[config.mk]
export PLATFORM = sky130hd
export DESIGN_NAME = evt_snap_counter
export DESIGN_NICKNAME = d
export VERILOG_FILES = /design/src/rtl/evt_cnt_pkg.sv /design/src/rtl/evt_edge_sync.sv /design/src/rtl/seg_pipe_counter.sv /design/src/rtl/snap_hold.sv /design/src/rtl/evt_snap_counter.sv
export SDC_FILE = /design/constraint.sdc
export NUM_CORES = 1
export LEC_CHECK = 0
export ABC_AREA = 0
export BUFFER_PORTS_ARGS = -buffer_cell sky130_fd_sc_hd__buf_2
export CORE_MARGIN = 2
export CORE_UTILIZATION = 57
export CTS_CLUSTER_SIZE = 24
export DETAILED_ROUTE_END_ITERATION = 16
export PLACE_DENSITY = 0.83
export SKIP_LAST_GASP = 1
export SLEW_MARGIN = 20
export SYNTH_ARGS = -nofsm -noshare
export SYNTH_HDL_FRONTEND = slang
export SYNTH_SLANG_ARGS = --single-unit
[constraint.sdc]
create_clock -name clk -period 1.95 [get_ports clk]
set_input_delay 0.39 -clock clk [delete_from_list [all_inputs] [get_ports clk]]
set_output_delay 0.39 -clock clk [all_outputs]
set_load 0.03 [all_outputs]
[src/rtl/evt_cnt_pkg.sv]
package evt_cnt_pkg;
  localparam int DEF_CNT_W       = 32;
  localparam int DEF_LO_W        = 16;
  localparam int DEF_SYNC_STAGES = 2;
endpackage

[src/rtl/evt_edge_sync.sv]
module evt_edge_sync #(
  parameter int SYNC_STAGES = evt_cnt_pkg::DEF_SYNC_STAGES
) (
  input  logic clk,
  input  logic rst,
  input  logic din,
  output logic rise_o
);
  localparam int LAST = SYNC_STAGES - 1;

  logic [SYNC_STAGES-1:0] sync_q;
  logic                   prev_q;

  genvar g;
  generate
    for (g = 0; g < SYNC_STAGES; g++) begin : g_stage
      if (g == 0) begin : g_first
        always_ff @(posedge clk) begin
          if (rst) sync_q[0] <= 1'b0;
          else     sync_q[0] <= din;
        end
      end else begin : g_next
        always_ff @(posedge clk) begin
          if (rst) sync_q[g] <= 1'b0;
          else     sync_q[g] <= sync_q[g-1];
        end
      end
    end
  endgenerate

  always_ff @(posedge clk) begin
    if (rst) prev_q <= 1'b0;
    else     prev_q <= sync_q[LAST];
  end

  assign rise_o = sync_q[LAST] & ~prev_q;
endmodule

[src/rtl/seg_pipe_counter.sv]
module seg_pipe_counter #(
  parameter int CNT_W = evt_cnt_pkg::DEF_CNT_W,
  parameter int LO_W  = evt_cnt_pkg::DEF_LO_W
) (
  input  logic             clk,
  input  logic             rst,
  input  logic             inc,
  output logic [CNT_W-1:0] count_o,
  output logic             carry_o
);
  localparam int HI_W = CNT_W - LO_W;

  logic [LO_W-1:0] lo_q;
  logic [LO_W-1:0] lo_d_q;
  logic [HI_W-1:0] hi_q;
  logic            carry_q;

  always_ff @(posedge clk) begin
    if (rst) begin
      lo_q    <= '0;
      lo_d_q  <= '0;
      carry_q <= 1'b0;
    end else begin
      lo_d_q  <= lo_q;
      carry_q <= inc & (&lo_q);
      if (inc) lo_q <= lo_q + 1'b1;
    end
  end

  always_ff @(posedge clk) begin
    if (rst)          hi_q <= '0;
    else if (carry_q) hi_q <= hi_q + 1'b1;
  end

  assign count_o = {hi_q, lo_d_q};
  assign carry_o = carry_q;
endmodule

[src/rtl/snap_hold.sv]
module snap_hold #(
  parameter int W = evt_cnt_pkg::DEF_CNT_W
) (
  input  logic         clk,
  input  logic         rst,
  input  logic         req,
  input  logic [W-1:0] din,
  output logic [W-1:0] val_o,
  output logic         valid_o
);
  always_ff @(posedge clk) begin
    if (rst) begin
      val_o   <= '0;
      valid_o <= 1'b0;
    end else begin
      valid_o <= req;
      if (req) val_o <= din;
    end
  end
endmodule

[src/rtl/evt_snap_counter.sv]
module evt_snap_counter #(
  parameter int CNT_W       = evt_cnt_pkg::DEF_CNT_W,
  parameter int LO_W        = evt_cnt_pkg::DEF_LO_W,
  parameter int SYNC_STAGES = evt_cnt_pkg::DEF_SYNC_STAGES
) (
  input  logic             clk,
  input  logic             rst,
  input  logic             evt_in,
  input  logic             snap_req,
  output logic [CNT_W-1:0] snap_value,
  output logic             snap_valid
);
  logic             rise;
  logic             pipe_carry;
  logic [CNT_W-1:0] aligned_cnt;

  evt_edge_sync #(.SYNC_STAGES(SYNC_STAGES)) sync_i (
    .clk(clk), .rst(rst), .din(evt_in), .rise_o(rise)
  );

  seg_pipe_counter #(.CNT_W(CNT_W), .LO_W(LO_W)) cnt_i (
    .clk(clk), .rst(rst), .inc(rise), .count_o(aligned_cnt), .carry_o(pipe_carry)
  );

  snap_hold #(.W(CNT_W)) hold_i (
    .clk(clk), .rst(rst), .req(snap_req), .din(aligned_cnt),
    .val_o(snap_value), .valid_o(snap_valid)
  );
endmodule

==> flow_summary.ini, run 1 <==
[run_status]
outcome = complete, no violations

[cts]
post-cts-setup-buffer-count = 0
post_cts_resized = 0
numCtsBuffers = 9
numClockSinks = 85
cts_hold_buffers = 0
htree_num_levels = 3
clock_latency_ps = 350
cts_tree = built
cts.clk_slew.worst_paths_ps = 70
cts_max_path_buffers = 2
clockRootBuffer = clkbuf_8

[die]
start_util_pct = 60.0
io_pins = 37
coreArea_sq_um = 5170
die_h_um = 77.8
dieArea_sq_um = 6050
die_w_um = 77.8
core.rowCount = 26

[synth]
synth_compound_area_share_pct = 0.927
synth_mux_area_share_pct = 13.1
synth_xor_area_share_pct = 5.92
syn_area_sq_um = 3110
avgSynthCellArea_sq_um = 10.1
yosysUniqueCellTypes = 30
synth_adder_area_share_pct = 0.806
yosys.area_share.simple_pct = 22.5
syn_inst = 308
synth-seq-cells = 85
syn_nets = 314
yosysWarnings = 0
synth_area_leaders = dfxtp_1, mux2i_1, nor2_1, nor2b_1, xor2_1
yosysTopAreaCellShare_pct = 54.8
synth_top_cell_by_area = dfxtp_1
yosysSeqAreaShare_pct = 54.8
synth_top_family_by_area = simple AND/OR/NAND/NOR gates

[timing]
worst_pin_slew_ps = 521
min_period_over_period_pct = 87.1
hold_viol = 0
skew_ps = 6.09
min_period_ps = 1700
slew_headroom_pct = 65.3
fin_tns_setup_ps = 0
setup_viol = 0
clock.fmax_ghz = 0.589
finalMaxSlewViolations = 0
rsz0062_at_grt = no

[place]
gp_congestion = 0.775
dp_hpwl_um = 3600
port_buffers = 36

[final_layout]
fillers = 388
antennaDiodeCount = 0
nets = 351
drive_gt1_share_pct = 15.5
final_common_cell = dfxtp_1
multiInputGateArea_sq_um = 1350
seqCellArea_sq_um = 1700
area_growth_pct = 14.8
most-common-layout-cells = dfxtp_1, nor2_1, buf_2, mux2i_1, nor2b_1

[drt]
vias_per_cell = 5.24
routed_wl_um = 5410
drt_drc_violations_left = 0
wl_per_cell_um = 13.0
drt_iter0_drc = 64
firstDrtPassIters = 4
vias = 2190
ant_nets = 0

[power]
peakVddDrop_uv = 575
p_leak_nw = 1.55
powerDensity_nw_per_um2 = 869
totalPowerFinal_mw = 3.10

[worst_setup_path]
crit_buf_inv = 0
cp_slowest_cell = dfxtp_1
critPathMaxStageDelay_ps = 440
path_cells = ha_1 -> and4b_1 -> nand3_1 -> nor2_1 -> mux2_1
criticalPathCategory = register to register
crit_arrival_ps = 1930
critPathTopFamily = simple AND/OR/NAND/NOR gates
critPathRequiredTime_ps = 2180
path_max_fanout = 6
worst_setup_path_end_kind = register
start_kind = register

[global_routing]
grt_use_total_pct = 19.4
overflow = 0
grt_start_max_net_pins = 38
antenna_found_initial = 0
grt_pass1_wl_um = 9240
grt_pass1_vias = 2084

[job]
cap_violations = 0

[worst_hold_path]
hp-class = primary input to register
-- worst reg2reg max path: cells and delay by family, from the launching register on --
family	cells	cell delay, ps
adders and majority gates	1	220
and+or+nand+nor	3	600
DFF	1	440
muxes	1	340
-- power by group --
group / switching [mW] / leakage [nW] / internal, mW
clock: 0.553 / 0.0965 / 0.710
combinational: 0.0544 / 0.766 / 0.0336
sequential: 0.00462 / 0.685 / 1.74
total: 0.612 / 1.55 / 2.48
-- cell usage after synthesis, drive strengths merged --
cell type,count
a21oi,2
a31o,1
and3,6
and4,2
and4b,1
buf,11
clkbuf,3
dfxtp,85
ha,2
mux2,6
mux2i,34
nand2,11
nand2b,1
nand3,7
nand3b,1
nand4,11
nor2,66
nor2b,23
nor3,5
nor4,4
o21ai,2
or2,1
or3,1
or4,1
xnor2,10
xor2,11
-- cell families (layout without fill, tap and decap cells) --
group | Yosys count | in the layout
mux | 40 | 40
flops | 85 | 85
simple gates | 141 | 141
xor+xnor | 21 | 21
compound gates | 5 | 5
buf+inv | 14 | 54
fa+ha+maj | 2 | 2
-- final timing paths --
| path | cells past startpoint | slack (ps) | end | from |
|---|---|---|---|---|
| max | 5 | 250 | cnt_i.lo_q[14]$_SDFFE_PP0P_ | cnt_i.lo_q[0]$_SDFFE_PP0P_ |
| min reg2reg | 1 | 440 | sync_i.sync_q[1]$_SDFF_PP0_ | sync_i.sync_q[0]$_SDFF_PP0_ |
| min | 2 | 260 | sync_i.sync_q[0]$_SDFF_PP0_ | evt_in |
| max reg2reg | 5 | 250 | cnt_i.lo_q[14]$_SDFFE_PP0P_ | cnt_i.lo_q[0]$_SDFFE_PP0P_ |
-- area by class of cell --
class / instances / area share [%]
clock inverters: 2 / 1.68
repair buffers: 40 / 6.60
flip-flops and latches: 85 / 47.7
clock buffers: 12 / 3.79
well taps: 70 / 2.46
multi-input cells: 209 / 37.7
-- metrics by stage --
step                      hold WS (ps)  area, sq um  cells  utilization [%]  worst slack (ps)
final                              264         3560    418             68.9               252
after global routing               276         3560    418             68.9               195
after CTS                          254         3560    418             68.9               289
after detailed placement           426         3370    404             65.1               317
after global placement             430         3370    404             65.1               422
after floorplan                    414         3110    308                -               421
-- flip-flops by register name, summed over array words and instances (netlist names) --
name / count
cnt_i.hi_q: 16
cnt_i.carry_o: 1
cnt_i.lo_q: 16
sync_i.prev_q: 1
hold_i.val_o: 32
cnt_i.lo_d_q: 16
hold_i.valid_o: 1
sync_i.sync_q: 2
-- layer usage --
metal,global-route usage [%],routed length [um],up-vias
met5,0,0,-
met4,11.4,122,0
met3,4.88,238,11
met2,31.4,2510,50
met1,23.4,2540,1028
li1,-,-,1101
Power figures use the tool's default switching activity.
==> run 2, diff against run 1 <==
--- a/config.mk
+++ b/config.mk
@@ -5,7 +5,7 @@
 export SDC_FILE = /design/constraint.sdc
 export NUM_CORES = 1
 export LEC_CHECK = 0
-export ABC_AREA = 0
+export ABC_AREA = 1
 export BUFFER_PORTS_ARGS = -buffer_cell sky130_fd_sc_hd__buf_2
 export CORE_MARGIN = 2
 export CORE_UTILIZATION = 57
==> run 2 against run 1 <==
Clock-buffer cell count fell by 2. Worst hold slack got worse by 12 ps. Largest power group unchanged. Setup slack improved by 290 ps. Cell area rose by 3.8%. Die area rose by 3.9%. Via count rose by 21%. Critical path depth did not move. Sequential power rose by 2%. Utilization fell by 1.7 points. First-iteration DRC count rose to 2.6 times the previous value. Synthesized area rose by 4.1%. Synthesized cell count rose by 34%.
==> flow_summary.ini, run 2 <==
[die]
die_w_um = 79.3
die_h_um = 79.3
io_pins = 37
coreArea_sq_um = 5510
core.rowCount = 27
start_util_pct = 58.7
dieArea_sq_um = 6290

[synth]
synth.most_common_cell = nor2_1
synth-edff-count = 0
yosysSeqAreaShare_pct = 52.6
ys_dominant_reg_cell = dfxtp_1
synth-seq-cells = 85
yosysUniqueCellTypes = 26
avgSynthCellArea_sq_um = 7.81
yosysTopAreaCellShare_pct = 52.6
ys_async_sr_fraction_pct = 0
synth_top_family_by_area = simple AND/OR/NAND/NOR gates
syn_inst = 414
synth_xor_area_share_pct = 0
synth_area_leaders = dfxtp_1, nor2_1, o21ai_0, nand2_1, inv_1
syn_nets = 420
synth_compound_area_share_pct = 12.3
synthTopCellsByCount = nor2_1, dfxtp_1, nand2_1
synth_adder_area_share_pct = 0.774
yosys.area_share.simple_pct = 26.7
synth_top_cell_by_area = dfxtp_1
yosysWarnings = 0
syn_area_sq_um = 3230
synth_mux_area_share_pct = 0

[global_routing]
grt_use_total_pct = 22.2
grt_pass1_vias = 2480
overflow = 0
grt_pass1_wl_um = 10900
antenna_found_initial = 0
grt_start_max_net_pins = 43

[power]
peakVddDrop_uv = 641
power_switching_share_pct = 23.3
powerDensity_nw_per_um2 = 911
pwr-share-seq_pct = 53.1
p_switching_uw = 784
p_int_mw = 2.59
power_frac_clock_pct = 40.4
p_leak_nw = 1.62
combPwrFrac_pct = 6.5

[worst_setup_path]
start_kind = register
path_cells = nand2_2 -> nor2_1 -> nand4_1 -> o21ai_0 -> nor2_1
crit_arrival_ps = 1650
criticalPathCategory = register to register
worst_setup_path_end_kind = register
rr_worst_depth = 5
cp_common_cell = nor2_1
cp-startpoint = sync_i.sync_q[1]$_SDFF_PP0_
cp_slowest_cell = dfxtp_1
r2r_slack_ps = 540
rr_startpoint = sync_i.sync_q[1]$_SDFF_PP0_
critPathRequiredTime_ps = 2190
path_max_fanout = 8
critPathMaxStageDelay_ps = 390

[timing]
clock.fmax_ghz = 0.711
min_period_over_period_pct = 72.1
hold_viol = 0
setup_viol = 0
skew_ps = 6.01
finalMaxSlewViolations = 0
holdWs_ps = 251
rsz0062_at_grt = no
worst_pin_slew_ps = 376
min_period_ps = 1410
setup_slack_ps = 543
slew_headroom_pct = 74.9
fin_tns_setup_ps = 0

[worst_hold_path]
hp-class = primary input to register
hold_depth = 3
worstHoldStart = evt_in

[run_status]
outcome = complete, no violations

[final_layout]
antennaDiodeCount = 0
area_growth_pct = 14.4
most-common-layout-cells = nor2_1, dfxtp_1, nand2_1, o21ai_0, inv_1
fin_area_sq_um = 3700
final_common_cell = nor2_1
fin_util_pct = 67.2
nets = 456
top_register = hold_i.val_o
drive_gt1_share_pct = 17.8
largest_reg_flops = 32

[drt]
drt_iter0_drc = 168
drt_drc_violations_left = 0
ant_nets = 0
firstDrtPassIters = 4
vias_per_cell = 5.04
wl_per_cell_um = 11.9
routed_wl_um = 6290
vias = 2656

[cts]
numCtsBuffers = 9
cts_max_path_buffers = 2
htree_num_levels = 3
clockRootBuffer = clkbuf_8
cts_hold_buffers = 0
numClockSinks = 85
clock_latency_ps = 350
post-cts-setup-buffer-count = 0
post_cts_resized = 0
cts.clk_slew.worst_paths_ps = 80
cts_tree = built

[place]
gp_congestion = 0.816
place_ws_ps = 559
placed_cell_area_sq_um = 3480
port_buffers = 36
dp_hpwl_um = 4160

[job]
cap_violations = 0
==> run 2: final timing paths <==
check                                     end
hold / removal    sync_i.sync_q[0]$_SDFF_PP0_
setup reg to reg  cnt_i.lo_q[15]$_SDFFE_PP0P_
setup / recovery  cnt_i.lo_q[15]$_SDFFE_PP0P_
hold reg to reg   sync_i.sync_q[1]$_SDFF_PP0_
==> run 2: final cells by class <==
class,count,area (sq um)
clock buffer,10,138
clock inverter,6,86.3
fill,441,1810
inverter,47,179
multi-input combinational,266,1290
sequential,85,1700
tap,72,90.1
timing repair buffer,41,218
==> run 2: cells by family after synthesis <==
group	count (synthesis)
DFF	85
and+or+nand+nor	185
adders and majority gates	2
AOI/OAI and AO/OA	79
buffers and inverters	63
==> run 2: layer usage <==
layer	GRT usage [%]	vias to the layer above	routed length, um
met2	35.9	49	2960
met5	0	-	0
li1	-	1387	-
met1	27.5	1207	2930
met3	5.80	13	284
met4	10.5	0	122
==> run 2: critical path, delay by kind of cell (launching register included) <==
kind | cells | cell delay [ps]
AND/OR/NAND/NOR | 4 | 700
flip-flops | 1 | 390
AO/OA/AOI/OAI | 1 | 220
==> run 2: power by group through the flow <==
stage / Sequential, mW / Clock, mW / Combinational [mW]
floorplan: 1.90 / 0 / 0.0891
global placement: 1.83 / 0 / 0.212
detailed placement: 1.83 / 0 / 0.218
CTS: 1.79 / 1.38 / 0.219
global route: 1.79 / 1.46 / 0.242
finish: 1.79 / 1.36 / 0.218
==> run 2: per-stage QoR <==
stage | std cells | power, mW
floorplan | 414 | 1.99
global placement | 511 | 2.04
detailed placement | 511 | 2.05
CTS | 527 | 3.39
global route | 527 | 3.50
finish | 527 | 3.37
